File: config.mk
export PLATFORM = sky130hd
export DESIGN_NAME = conv_sched
export DESIGN_NICKNAME = d
export VERILOG_FILES = /design/src/rtl/conv_sched_pkg.sv /design/src/rtl/cs_req_hold.sv /design/src/rtl/cs_inj_seq.sv /design/src/rtl/cs_arbiter.sv /design/src/rtl/conv_sched.sv
export SDC_FILE = /design/constraint.sdc
export NUM_CORES = 1
export LEC_CHECK = 0
export BUFFER_PORTS_ARGS = -buffer_cell sky130_fd_sc_hd__buf_2
export CORE_MARGIN = 2
export CORE_UTILIZATION = 40
export CTS_CLUSTER_SIZE = 24
export DETAILED_ROUTE_END_ITERATION = 8
export PLACE_DENSITY = 0.61
export SETUP_SLACK_MARGIN = 0.05
export SYNTH_ARGS = -nofsm -noshare
export SYNTH_HDL_FRONTEND = slang
export SYNTH_SLANG_ARGS = --single-unit
File: constraint.sdc
create_clock -name clk -period 2.9 [get_ports clk]
set_clock_uncertainty 0.1 [all_clocks]
set_input_delay 0 -clock clk [delete_from_list [all_inputs] [get_ports clk]]
set_output_delay 0 -clock clk [all_outputs]
set_load 0.005 [all_outputs]
File: src/rtl/conv_sched_pkg.sv
package conv_sched_pkg;

    typedef enum logic [1:0] {
        SCH_IDLE = 2'd0,
        SCH_REG  = 2'd1,
        SCH_INJ  = 2'd2
    } sch_state_e;

    typedef enum logic {
        KIND_REG = 1'b0,
        KIND_INJ = 1'b1
    } conv_kind_e;

    localparam int unsigned NUM_KINDS = 2;
    localparam int unsigned KI_REG    = 0;
    localparam int unsigned KI_INJ    = 1;

    // Effective sequence length: zero counts as one, large values saturate.
    function automatic int unsigned clamp_len(input int unsigned req, input int unsigned cap);
        if (req == 0)  return 1;
        if (req > cap) return cap;
        return req;
    endfunction

endpackage

File: src/rtl/cs_req_hold.sv
module cs_req_hold
    import conv_sched_pkg::*;
#(
    parameter int unsigned N = NUM_KINDS
) (
    input  logic         clk,
    input  logic         rst,
    input  logic [N-1:0] set_i,
    input  logic [N-1:0] take_i,
    output logic [N-1:0] pend_o
);

    for (genvar k = 0; k < N; k++) begin : g_kind
        logic held_q;
        always_ff @(posedge clk) begin
            if (rst)
                held_q <= 1'b0;
            else if (take_i[k])
                held_q <= 1'b0;
            else if (set_i[k])
                held_q <= 1'b1;
        end
        assign pend_o[k] = held_q;

        // repeated requests only keep the single flag set
        assert_merge_keeps_R10: assert property (@(posedge clk) disable iff (rst)
            (held_q && !take_i[k]) |=> held_q);
    end

endmodule

File: src/rtl/cs_inj_seq.sv
module cs_inj_seq
    import conv_sched_pkg::*;
#(
    parameter int unsigned MAX_INJ = 8,
    parameter int unsigned LEN_W   = 4,
    parameter int unsigned IDX_W   = 3
) (
    input  logic             clk,
    input  logic             rst,
    input  logic             load_i,
    input  logic [LEN_W-1:0] len_i,
    input  logic             step_i,
    output logic [IDX_W-1:0] idx_o,
    output logic             last_o
);

    logic [IDX_W-1:0] idx_q;
    logic [IDX_W-1:0] top_q;

    always_ff @(posedge clk) begin
        if (rst) begin
            idx_q <= '0;
            top_q <= '0;
        end else if (load_i) begin
            idx_q <= '0;
            top_q <= IDX_W'(clamp_len(int'(len_i), MAX_INJ) - 1);
        end else if (step_i) begin
            idx_q <= idx_q + 1'b1;
        end
    end

    assign idx_o  = idx_q;
    assign last_o = (idx_q == top_q);

    assert_idx_bound_R4: assert property (@(posedge clk) disable iff (rst)
        idx_q <= top_q);

    assert_step_not_last_R4: assert property (@(posedge clk) disable iff (rst)
        step_i |-> !last_o);

endmodule

File: src/rtl/cs_arbiter.sv
module cs_arbiter
    import conv_sched_pkg::*;
(
    input  logic       clk,
    input  logic       rst,
    input  logic       reg_start_i,
    input  logic       inj_start_i,
    input  logic       cont_en_i,
    input  logic       done_i,
    input  logic       reg_pend_i,
    input  logic       inj_pend_i,
    input  logic       seq_last_i,
    output sch_state_e state_o,
    output logic       take_reg_o,
    output logic       take_inj_o,
    output logic       seq_load_o,
    output logic       seq_step_o,
    output logic       start_o,
    output conv_kind_e kind_o,
    output logic       reg_late_o
);

    sch_state_e st_q, st_d;
    logic       late_q, late_d;
    logic       hold_q, hold_d;
    logic       start_q;
    conv_kind_e kind_q;
    logic       reg_req, inj_req, resume_ok;
    logic       launch_r, launch_i, step;

    always_comb begin
        reg_req   = reg_start_i | reg_pend_i;
        inj_req   = inj_start_i | inj_pend_i;
        resume_ok = reg_req | (hold_q & cont_en_i);
        st_d      = st_q;
        late_d    = late_q;
        hold_d    = hold_q;
        launch_r  = 1'b0;
        launch_i  = 1'b0;
        step      = 1'b0;
        unique case (st_q)
            SCH_IDLE: begin
                if (inj_req) begin
                    st_d     = SCH_INJ;
                    launch_i = 1'b1;
                end else if (reg_req) begin
                    st_d     = SCH_REG;
                    launch_r = 1'b1;
                    late_d   = 1'b0;
                end
            end
            SCH_REG: begin
                if (done_i) begin
                    late_d = 1'b0;
                    if (inj_req) begin
                        st_d     = SCH_INJ;
                        launch_i = 1'b1;
                        hold_d   = cont_en_i;
                    end else if (reg_req || cont_en_i) begin
                        launch_r = 1'b1;
                    end else begin
                        st_d = SCH_IDLE;
                    end
                end
            end
            SCH_INJ: begin
                if (done_i) begin
                    if (!seq_last_i) begin
                        step = 1'b1;
                    end else begin
                        hold_d = 1'b0;
                        if (resume_ok) begin
                            st_d     = SCH_REG;
                            launch_r = 1'b1;
                            late_d   = 1'b1;
                        end else if (inj_req) begin
                            launch_i = 1'b1;
                        end else begin
                            st_d = SCH_IDLE;
                        end
                    end
                end
            end
            default: st_d = SCH_IDLE;
        endcase
    end

    always_ff @(posedge clk) begin
        if (rst) begin
            st_q    <= SCH_IDLE;
            late_q  <= 1'b0;
            hold_q  <= 1'b0;
            start_q <= 1'b0;
            kind_q  <= KIND_REG;
        end else begin
            st_q    <= st_d;
            late_q  <= late_d;
            hold_q  <= hold_d;
            start_q <= launch_r | launch_i | step;
            kind_q  <= (launch_i || step) ? KIND_INJ : KIND_REG;
        end
    end

    assign state_o    = st_q;
    assign take_reg_o = launch_r;
    assign take_inj_o = launch_i;
    assign seq_load_o = launch_i;
    assign seq_step_o = step;
    assign start_o    = start_q;
    assign kind_o     = kind_q;
    assign reg_late_o = (st_q == SCH_REG) && done_i && late_q;

    assert_no_abort_R5: assert property (@(posedge clk) disable iff (rst)
        (st_q == SCH_REG && !done_i) |=> !start_q);

    assert_reg_held_R6: assert property (@(posedge clk) disable iff (rst)
        (st_q == SCH_INJ && !(done_i && seq_last_i)) |=> !(start_q && kind_q == KIND_REG));

    assert_cont_restart_R3: assert property (@(posedge clk) disable iff (rst)
        (st_q == SCH_REG && done_i && cont_en_i && !inj_start_i && !inj_pend_i)
        |=> (start_q && kind_q == KIND_REG));

    assert_held_reg_first_R9: assert property (@(posedge clk) disable iff (rst)
        (st_q == SCH_INJ && done_i && seq_last_i && reg_pend_i)
        |=> (st_q == SCH_REG && late_q));

    assert_late_clears_R8: assert property (@(posedge clk) disable iff (rst)
        (st_q == SCH_REG && done_i) |=> !late_q);

    assert_idle_quiet_R13: assert property (@(posedge clk) disable iff (rst)
        (st_q == SCH_IDLE && !reg_start_i && !inj_start_i && !reg_pend_i && !inj_pend_i)
        |=> (st_q == SCH_IDLE && !start_q));

    assert_same_cycle_R12: assert property (@(posedge clk) disable iff (rst)
        (st_q == SCH_IDLE && reg_start_i && inj_start_i)
        |=> (kind_q == KIND_INJ && reg_pend_i));

endmodule

File: src/rtl/conv_sched.sv
module conv_sched
    import conv_sched_pkg::*;
#(
    parameter  int unsigned MAX_INJ = 8,
    localparam int unsigned LEN_W   = $clog2(MAX_INJ + 1),
    localparam int unsigned IDX_W   = (MAX_INJ > 1) ? $clog2(MAX_INJ) : 1
) (
    input  logic             clk,
    input  logic             rst,
    input  logic             reg_start_i,
    input  logic             inj_start_i,
    input  logic             cont_en_i,
    input  logic             conv_done_i,
    input  logic [LEN_W-1:0] inj_len_i,
    output logic             start_o,
    output logic             start_inj_o,
    output logic [IDX_W-1:0] inj_idx_o,
    output logic             reg_busy_o,
    output logic             inj_busy_o,
    output logic             reg_late_o,
    output logic             filt_idle_o
);

    logic [NUM_KINDS-1:0] req_set, req_take, req_pend;
    logic                 take_reg, take_inj, seq_load, seq_step, seq_last;
    sch_state_e           state;
    conv_kind_e           kind;

    assign req_set[KI_REG]  = reg_start_i;
    assign req_set[KI_INJ]  = inj_start_i;
    assign req_take[KI_REG] = take_reg;
    assign req_take[KI_INJ] = take_inj;

    cs_req_hold #(.N(NUM_KINDS)) u_hold (
        .clk    (clk),
        .rst    (rst),
        .set_i  (req_set),
        .take_i (req_take),
        .pend_o (req_pend)
    );

    cs_inj_seq #(.MAX_INJ(MAX_INJ), .LEN_W(LEN_W), .IDX_W(IDX_W)) u_seq (
        .clk    (clk),
        .rst    (rst),
        .load_i (seq_load),
        .len_i  (inj_len_i),
        .step_i (seq_step),
        .idx_o  (inj_idx_o),
        .last_o (seq_last)
    );

    cs_arbiter u_arb (
        .clk         (clk),
        .rst         (rst),
        .reg_start_i (reg_start_i),
        .inj_start_i (inj_start_i),
        .cont_en_i   (cont_en_i),
        .done_i      (conv_done_i),
        .reg_pend_i  (req_pend[KI_REG]),
        .inj_pend_i  (req_pend[KI_INJ]),
        .seq_last_i  (seq_last),
        .state_o     (state),
        .take_reg_o  (take_reg),
        .take_inj_o  (take_inj),
        .seq_load_o  (seq_load),
        .seq_step_o  (seq_step),
        .start_o     (start_o),
        .kind_o      (kind),
        .reg_late_o  (reg_late_o)
    );

    assign start_inj_o = (kind == KIND_INJ);
    assign reg_busy_o  = (state == SCH_REG);
    assign inj_busy_o  = (state == SCH_INJ);
    assign filt_idle_o = (state == SCH_IDLE);

    assert_gate_no_start_R11: assert property (@(posedge clk) disable iff (rst)
        filt_idle_o |-> !start_o);

endmodule

* After elaboration in Yosys (flattened, before gate mapping) *
Cells that the tools add are included.

word-level totals
  flip-flop bits (word level) = 14
  bits of input ports = 10
  output and inout port bits = 9
  logic and storage cells = 98

operators by class
  $add $sub $neg = 2
  $lt $le $gt $ge = 1
  eq/ne operators = 13
  multiplexer cells = 54
  bitwise gates (word level) = 6
  reduce and logical (&&, ||, !) cells = 13

operators by type and width
  cell                                              count
  two-way mux 1 bit                                 36
  two-way mux 2 bit                                 9
  two-way mux 3 bit                                 4
  case mux 1 bit (3 select lines)                   3
  != test 2 x 1 -> 1 bit, second input constant     4
  AND reduction 7 bit                               1
  != test 2 bit, second input constant              3
  case mux 2 bit (3 select lines)                   1
  AND reduction 6 bit                               1
  OR 1 bit                                          5
  AND reduction 5 bit                               1
  > comparator 4 bit, second input constant         1
  zero test 4 bit                                   1
  OR reduction 2 bit                                2
  adder 3 x 1 -> 3 bit, second input constant       1
  == test 3 bit                                     1
  != test 3 x 1 -> 1 bit, second input constant     1
  != test 3 x 2 -> 1 bit, second input constant     1
  != test 3 bit, second input constant              1
  nonzero test 3 bit                                1
  subtractor 3 x 1 -> 3 bit, second input constant  1
  == test 2 x 1 -> 1 bit, second input constant     1
  == test 2 bit, second input constant              1
  logical AND 1 bit                                 2
  5 further kinds                                   6

* Logic depth before layout (Yosys ltp) *
Gate-level depths: netlist (run 1).

  depth after elaboration = 16
  gate-level depth with buffers = 7
  depth with buffers taken out = 7

* By module *
Synthesis (run 1) repeated with hierarchy kept, for this count alone.

unflattened totals
  cells, all modules = 108
  area, all modules = 944.7 um2

modules (own cells, without submodules)
  module       times used  cells an instance  area each (um2)  sequential area each (um2)
  cs_arbiter   1           64                 518.0            120.1
  cs_inj_seq   1           33                 325.3            120.1
  cs_req_hold  1           8                  82.6             40.0
  conv_sched   1           3                  18.8             0.0

* Least setup slack after synthesis (run 1) *
Ideal clock, no wire load.

  path type = register to register
  start point = reg u_arb.st_q[0], in the netlist u_arb.state_o[0]
  end point = reg u_arb.st_q[0], in the netlist u_arb.state_o[0]
  setup time = 0.087 ns
  arrival = 1.752 ns
  data required time = 2.713 ns
  setup slack = 0.961 ns
  cell stages (with the launch flop) = 8
  path buffers = 0
  period minus slack after synthesis = 1.939 ns
  cells stage by stage = dfxtp_1 inv_1 ha_1 or3b_2 nor2_1 a21oi_1 or4_1 o31ai_1

on the way
  longest elaborated chain between the ends = 3
  elaborated cells on any way between the ends = 11
  those cells by class = eq/ne (8); mux (1); reduce/logical (2)

ends and longest elaborated chain
  item                              line              source
  start, declared                   cs_arbiter.sv:23  sch_state_e st_q, st_d;
  start signal, assigned            cs_arbiter.sv:96  st_q <= st_d;
  zero test 2 bit (*)               --
  named net filt_idle_o             conv_sched.sv:21  output logic filt_idle_o
  != test 3 x 1 -> 1 bit (no line)  --
  AND reduction 6 bit (no line)     --

The timed path passes the listed nets; every way through them passes the cells marked *.
A chain may end at the register's enable or synchronous reset.

* Worst setup path in the final report (run 1) *
  start point = reg u_arb.st_q[0], in the netlist u_arb.state_o[0]
  end point = reg u_arb.st_q[0], in the netlist u_arb.state_o[0]

on the way
  longest elaborated chain between the ends = 3
  elaborated cells on any way between the ends = 11
  those cells by class = eq/ne (8); mux (1); reduce/logical (2)

ends and longest elaborated chain
  item                                             line              source
  == test 2 bit (tied with other cells)            cs_arbiter.sv:41  unique case (st_q)
  != test 3 bit (no line) (tied with other cells)  --
  AND reduction 6 bit (no line)                    --

Parallel ways exist; a longest one is shown, timed or not.

==> results of run 1 <==
## routing by layer
metal / track usage / vias up / share of wire
li1: - / 424 / -
met5: 0 / - / 0
met3: 0.0208 / 5 / 0.042
met4: 0.0901 / 0 / 0.019
met1: 0.222 / 408 / 0.48
met2: 0.307 / 18 / 0.46
## flip-flops by register name (all words and copies together) (netlist names)
| register | count |
|---|---|
| u_arb.late_q | 1 |
| u_hold.g_kind.held_q | 2 |
| u_seq.idx_o | 3 |
| u_arb.state_o | 2 |
| u_arb.start_o | 1 |
| u_arb.kind_o | 1 |
| u_seq.top_q | 3 |
| u_arb.hold_q | 1 |
## report_power, final
part,switching (uW),internal (uW),total (uW)
Sequential,40.0,250,290
Combinational,308,225,533
Clock,58.8,48.1,107
Total,407,523,930
## placed cells by master, fill, tap and decap left out, types with 5 or more instances in the layout
cell type	instances
sky130_fd_sc_hd__buf_2	18
sky130_fd_sc_hd__dfxtp_1	14
sky130_fd_sc_hd__nand2_1	8
sky130_fd_sc_hd__a21oi_1	8
sky130_fd_sc_hd__nor2_1	7
sky130_fd_sc_hd__ha_1	6
sky130_fd_sc_hd__inv_1	5
sky130_fd_sc_hd__a211oi_1	5
sky130_fd_sc_hd__o21ai_0	5
## final timing paths
path                                                    start                       endpoint  slack [ns]  cells past startpoint
worst min register to register      u_arb.late_q$_SDFFE_PP0P_      u_arb.late_q$_SDFFE_PP0P_        0.42                      2
worst min-delay path                             inj_len_i[3]    u_seq.top_q[2]$_SDFFE_PP0P_      0.0009                      4
worst max register to register  u_arb.state_o[0]$_SDFFE_PP0P_  u_arb.state_o[0]$_SDFFE_PP0P_        0.82                      7
worst max-delay path            u_arb.state_o[0]$_SDFFE_PP0P_  u_arb.state_o[0]$_SDFFE_PP0P_        0.82                      7
## layout make-up
class,count,area share
timing repair buffer,20,0.108
sequential,14,0.274
clock buffer,3,0.0220
multi-input combinational,79,0.545
inverter,5,0.0184
tap,27,0.0330
## repair_timing
action	CTS	global route
hold buffers	2	0
gates resized for setup	0	0
endpoints found under the hold margin	1	0
## critical path: stages, from the launching register on
cell,delay [ns]
sky130_fd_sc_hd__dfxtp_1,0.33
sky130_fd_sc_hd__inv_1,0.11
sky130_fd_sc_hd__ha_1,0.32
sky130_fd_sc_hd__or3b_2,0.52
sky130_fd_sc_hd__nor2_1,0.11
sky130_fd_sc_hd__a21oi_1,0.04
sky130_fd_sc_hd__or4_1,0.40
sky130_fd_sc_hd__o31ai_1,0.07
## stage by stage
stage | setup slack, ns | hold WS, ns | cells | utilization
6_report | 0.822 | 0.000918 | 148 | 0.511
5_1_grt | 0.711 | 0.0183 | 148 | 0.511
4_1_cts | 0.823 | 0.000853 | 148 | 0.511
3_5_place_dp | 0.862 | 0.219 | 143 | 0.489
3_3_place_gp | 0.895 | 0.218 | 143 | 0.489
2_1_floorplan | 0.961 | 0.00346 | 99 | -
## synth_stat cells, drive strengths merged (2+ instances only)
cell type / instances / share of area
nand2: 8 / 0.035
a211oi: 5 / 0.044
o21ai: 5 / 0.029
a21oi: 8 / 0.047
ha: 6 / 0.087
nor2: 8 / 0.038
inv: 5 / 0.022
xor2: 2 / 0.020
xnor2: 4 / 0.041
and3: 2 / 0.016
dfxtp: 14 / 0.33
a31oi: 3 / 0.022
nor3: 5 / 0.035
o221ai: 2 / 0.028
## logic make-up (layout without fill, tap and decap cells)
group,after synthesis,count (layout),share of synthesized area
adders and majority gates,6,6,0.0873
AOI/OAI and AO/OA,35,35,0.303
DFF,14,14,0.326
xor gates and xnor gates,6,6,0.0611
buffers and inverters,6,28,0.0262
and+or+nand+nor,31,31,0.185
muxes,1,1,0.0116
==> reports/summary.md, run 1 <==
### Outcome
- finished clean — outcome

### Worst setup path
- 3.00 ns — required time worst endpoint
- flop — type of origin of the critical path
- flop to flop — critical path start-end classification
- 7 — CP Max Fanout
- flop — capturing element type of the critical path
- 2.17 ns — CP arrival

### Synthesis
- sky130_fd_sc_hd__dfxtp_1 — main flop type after synthesis
- 14 — total of flip-flops plus latches after synthesis
- 115 — number of nets in the synthesized netlist
- 99 — number of standard cells after synthesis
- 860 sq um — post-synthesis instance area
- 8.68 sq um — Avg Inst Size Synth
- 0.326 — sequential fraction of the synthesis area
- 0 — number of flops mapped to enable cells by yosys
- 40 — post-synthesis cell type count
- 0 — async set-or-reset flop fraction in the synthesized netlist
- 0 — number of warnings issued by yosys

### Routing
- 2050 um — overall routed net length
- 5.78 — Via density
- 0 — ANT nets after route
- 855 — Via Count
- 21 — violation count after the first detailed-route iteration
- 4 — number of iterations in the first detailed-routing pass
- 0 — post-detailed-route DRC marker count
- 13.8 um — average routed wire per standard cell

### Power and ir drop
- 930 uW — Power Total
- 910 nW/um^2 — areal power density over the cells
- 0.531 mV — worst IR drop on VDD
- 0.000427 uW — leak pwr

### Finish
- 557 sq um — area of combinational cells with multiple inputs
- 139 — Total Nets Final
- 280 sq um — footprint of the flip-flops and latches
- 0.248 — ratio of cells with drive above 1 in the final layout
- 1020 sq um — final non-filler cell area
- 0 — number of antenna cells inserted
- 211 — fill cell instance count of the final layout
- 18.9% — area grow syn2layout

### Placement
- 0.837 — final estimated routing congestion in global placement
- 1590 um — Final HPWL DP
- 18 — port buffer count
- 980 sq um — post-detailed-placement cell area

### Timing
- false — unrepaired setup endpoints after global routing
- 0.717 — period utilisation layout
- 0.481 GHz — Max Fclk
- 0.680 — worst rel slew slack
- 0 ns — total negative setup slack
- 0.477 ns — Worst-Margin Slew
- 0 — number of failing hold endpoints at the final stage
- 0 — Pins Over Slew Limit
- 0 — total setup violations reported at the end of the flow
- 2.08 ns — Period minus WS final

### Clock network
- 0.27 ns — clock latency at the later pin of the worst-skew pair
- 1 — # H-tree levels
- 2 — maximum buffer depth of the clock tree
- sky130_fd_sc_hd__clkbuf_4 — master cell of the clock root buffer
- 14 — number of clock sinks
- 0 — number of buffers inserted to repair setup after CTS
- built — CTS tree
- 3 — total CTS buffers
- 0.08 ns — clock slew seen by the registers of the worst setup and hold paths

### Die
- 0.429 — Initial Utilization
- 2540 sq um — Die ar.
- 50.4 um — die width
- 19 — count of pins on the block boundary
- 16 — site row count
- 50.4 um — Die Span Y
- 2000 sq um — Core Box Area

### Global route
- 815 — number of global-route vias before repair
- 0.180 — Overall Global Routing Usage
- 0 — total overflow reported by the global router
- 16 — maximum number of pins on one net before global-route repair
- 3510 um — first-pass GRT wire length
- 0 — number of antenna violations at the first check in global routing

### Min path
- input pin to flop — Hold/Removal Path Class

### Job
- 0 — number of max-capacitance violations reported

Power figures use the tool's default switching activity.
==> run 2: changes to the inputs <==
--- a/config.mk
+++ b/config.mk
@@ -5,12 +5,13 @@
 export SDC_FILE = /design/constraint.sdc
 export NUM_CORES = 1
 export LEC_CHECK = 0
+export ABC_AREA = 1
 export BUFFER_PORTS_ARGS = -buffer_cell sky130_fd_sc_hd__buf_2
 export CORE_MARGIN = 2
 export CORE_UTILIZATION = 40
 export CTS_CLUSTER_SIZE = 24
 export DETAILED_ROUTE_END_ITERATION = 8
-export PLACE_DENSITY = 0.61
+export PLACE_DENSITY = 0.62
 export SETUP_SLACK_MARGIN = 0.05
 export SYNTH_ARGS = -nofsm -noshare
 export SYNTH_HDL_FRONTEND = slang
==> constraint.sdc (replaced) <==
create_clock -name clk -period 1.8 [get_ports clk]
set_clock_uncertainty 0.1 [all_clocks]
set_input_delay 0 -clock clk [delete_from_list [all_inputs] [get_ports clk]]
set_output_delay 0 -clock clk [all_outputs]
set_load 0.005 [all_outputs]
==> reports/summary.md, run 2 <==
### Worst setup path
- 1.69 ns — CP arrival
- sky130_fd_sc_hd__nand2_4 — most used cell, CP
- flop — capturing element type of the critical path
- flop — type of origin of the critical path
- u_arb.state_o[1]$_SDFFE_PP0P_ — startpoint of the lowest-slack register-to-register path
- 1.88 ns — required time worst endpoint
- 0.37 ns — largest incremental delay on the critical path
- flop to flop — critical path start-end classification
- 6 — CP Max Fanout
- u_seq.idx_o[0]$_SDFFE_PP0P_ — Reg-to-Reg End
- sky130_fd_sc_hd__dfxtp_2 — cell at the slowest stage of the critical path
- inv_1 > ha_4 > nand2_1 > inv_1 > and3_1 > nand2_2 > nand2_4 > nand2_4 > nand2_4 > a21oi_2 — Cell Chain, Critical Path
- 10 — cell count of the worst reg-to-reg path
- 0.20 ns — setup slack on the worst flop-to-flop path

### Power and ir drop
- 878 uW — cell internal power dissipation
- 0.000586 uW — leak pwr
- 677 uW — net switching power
- 0.291 — sequential power share
- 0.556 — proportion of power drawn by combinational gates
- 0.744 mV — worst IR drop on VDD
- 0.153 — fraction of power consumed by the clock network
- 1290 nW/um^2 — areal power density over the cells
- 0.435 — proportion of total power due to net switching

### Timing
- 1.60 ns — Period minus WS final
- 0 — Pins Over Slew Limit
- false — unrepaired setup endpoints after global routing
- 0 ns — total negative setup slack
- 0.352 ns — Worst-Margin Slew
- 0.624 GHz — Max Fclk
- 0.891 — period utilisation layout
- 0 — total setup violations reported at the end of the flow
- 0.764 — worst rel slew slack
- 0 — number of failing hold endpoints at the final stage

### Clock network
- built — CTS tree
- sky130_fd_sc_hd__clkbuf_4 — master cell of the clock root buffer
- 0.10 ns — clock slew seen by the registers of the worst setup and hold paths
- 0.29 ns — clock latency at the later pin of the worst-skew pair
- 3 — total CTS buffers
- 2 — maximum buffer depth of the clock tree
- 14 — number of clock sinks
- 1 — # H-tree levels

### Routing
- met4 — uppermost layer routed
- 1040 um — M1 wire length
- 0 — post-detailed-route DRC marker count
- 948 um — met2 WL post-DR
- 37 — violation count after the first detailed-route iteration
- 2120 um — overall routed net length
- 0 — ANT nets after route
- 4.81 — Via density
- 93 um — amount of wire on met3 after detailed routing
- 4 — number of iterations in the first detailed-routing pass
- 10.7 um — average routed wire per standard cell
- 952 — Via Count

### Synthesis
- sky130_fd_sc_hd__dfxtp_1 — post-synthesis cell type with the largest combined area
- 6.82 sq um — Avg Inst Size Synth
- 20 — post-synthesis cell type count
- 0.0781 — arithmetic-cell share of the synthesized area counting full adders, half adders and majority gates
- 0 — number of flops mapped to enable cells by yosys
- 14 — total of flip-flops plus latches after synthesis
- 0.292 — sequential fraction of the synthesis area
- sky130_fd_sc_hd__dfxtp_1 — main flop type after synthesis
- 0 — mux contribution to synthesized area
- simple AND/OR/NAND/NOR gates — main combinational cell family by area after synthesis
- 157 — number of nets in the synthesized netlist
- 0.0182 — XOR/XNOR share of the synthesized area
- sky130_fd_sc_hd__nand2_1 — most frequent cell after synthesis
- 141 — number of standard cells after synthesis
- 0.292 — area fraction of the dominant cell type after synthesis
- 0 — async set-or-reset flop fraction in the synthesized netlist
- 0.117 — fraction of the mapped netlist area in compound gates
- sky130_fd_sc_hd__dfxtp_1, sky130_fd_sc_hd__nand2_1, sky130_fd_sc_hd__ha_1, sky130_fd_sc_hd__inv_1, sky130_fd_sc_hd__nand3_1 — leading cell types by total area after synthesis
- sky130_fd_sc_hd__nand2_1, sky130_fd_sc_hd__dfxtp_1, sky130_fd_sc_hd__inv_1 — ranking of synthesized cells by instance count
- 0.413 — simple-gate portion of the synthesized area
- 0 — number of warnings issued by yosys
- 961 sq um — post-synthesis instance area

### Global route
- 0.171 — Overall Global Routing Usage
- 3480 um — first-pass GRT wire length
- 0 — number of antenna violations at the first check in global routing
- 11 — maximum number of pins on one net before global-route repair
- 0 — total overflow reported by the global router
- 815 — number of global-route vias before repair

### Die
- 2230 sq um — Core Box Area
- 2810 sq um — Die ar.
- 53.0 um — die width
- 17 — site row count
- 0.430 — Initial Utilization
- 19 — count of pins on the block boundary
- 53.0 um — Die Span Y

### Finish
- 0.312 — ratio of cells with drive above 1 in the final layout
- 25.1% — area grow syn2layout
- 187 — Total Nets Final
- sky130_fd_sc_hd__nand2_1 — most frequent standard cell in the layout excluding fill and tap cells
- 0 — number of antenna cells inserted
- 1200 sq um — final non-filler cell area
- sky130_fd_sc_hd__nand2_1, sky130_fd_sc_hd__buf_2, sky130_fd_sc_hd__inv_1, sky130_fd_sc_hd__nor2_1, sky130_fd_sc_hd__dfxtp_1 — leading cell types in the layout, fill and taps excluded

### Min path
- inj_len_i[3] — startpoint of the tightest hold check path
- 6 — count of cells along the worst hold path
- u_seq.top_q[2]$_SDFFE_PP0P_ — Worst Hold End
- input pin to flop — Hold/Removal Path Class

### Placement
- 1650 um — Final HPWL DP
- 18 — port buffer count
- 1090 sq um — post-detailed-placement cell area
- 0.854 — final estimated routing congestion in global placement

### Outcome
- finished clean — outcome

### Job
- 0 — number of max-capacitance violations reported

==> run 2: power groups by stage <==
stage | Combinational, uW | Sequential, uW | Clock, uW
2_1_floorplan | 615 | 454 | 0
6_report | 865 | 452 | 237
5_1_grt | 972 | 464 | 251
3_5_place_dp | 793 | 461 | 0
4_1_cts | 803 | 453 | 242
3_3_place_gp | 785 | 457 | 0
==> run 2: final cells by class <==
type / count / area [sq um]
timing repair buffer: 25 / 153
multi-input combinational: 106 / 617
sequential: 14 / 283
tap: 28 / 35.0
fill: 229 / 1030
clock buffer: 4 / 36.3
inverter: 21 / 78.8
==> run 2: cells by family after synthesis <==
family,count (synthesis)
AND/OR/NAND/NOR,83
buffers and inverters,21
AO/OA/AOI/OAI,15
flip-flops,14
adder cells (fa/ha/maj),6
XOR/XNOR,2
==> run 2: repair_timing <==
action                                  in CTS  in global routing
hold endpoints to repair                     5                  0
endpoints found under the setup margin       0                 10
buffers inserted                             0                  2
gates resized for setup                      0                  4
hold buffers                                 4                  0
==> run 2: per-layer routing <==
layer / up-vias / global-route usage
met5: - / 0
met4: 0 / 0.0769
met3: 5 / 0.0254
met2: 22 / 0.256
met1: 425 / 0.239
li1: 500 / -
==> run 2: worst max path at each step <==
stage | start | end | slack (ns) | cells after the start
after CTS | u_arb.state_o[0]$_SDFFE_PP0P_ | u_arb.start_o$_SDFF_PP0_ | 0.09 | 11
after floorplan | u_arb.state_o[0]$_SDFFE_PP0P_ | u_arb.start_o$_SDFF_PP0_ | 0.22 | 10
final | u_arb.state_o[1]$_SDFFE_PP0P_ | u_seq.idx_o[0]$_SDFFE_PP0P_ | 0.20 | 10
after global placement | u_arb.state_o[0]$_SDFFE_PP0P_ | u_arb.start_o$_SDFF_PP0_ | 0.17 | 11
after detailed placement | u_arb.state_o[0]$_SDFFE_PP0P_ | u_arb.start_o$_SDFF_PP0_ | 0.12 | 11
after global routing | u_arb.state_o[1]$_SDFFE_PP0P_ | u_seq.top_q[1]$_SDFFE_PP0P_ | 0.07 | 10
==> run 2: critical path: cells and delay by family, from the launching register on <==
family / cells / cell delay [ns]
DFF: 1 / 0.37
AOI/OAI and AO/OA: 1 / 0.04
and+or+nand+nor: 6 / 0.55
buffers and inverters: 2 / 0.15
adders and majority gates: 1 / 0.28
==> run 2: through the flow <==
step                      hold WS, ns  utilization  cells  total power (uW)  setup slack, ns
after global routing           0.0436        0.538    198              1690           0.0722
after CTS                      0.0186        0.524    196              1500           0.0920
after global placement         0.0943        0.490    188              1240            0.169
final                          0.0136        0.538    198              1550            0.197
after floorplan               -0.0376            -    141              1070            0.222
after detailed placement        0.101        0.490    188              1250            0.120
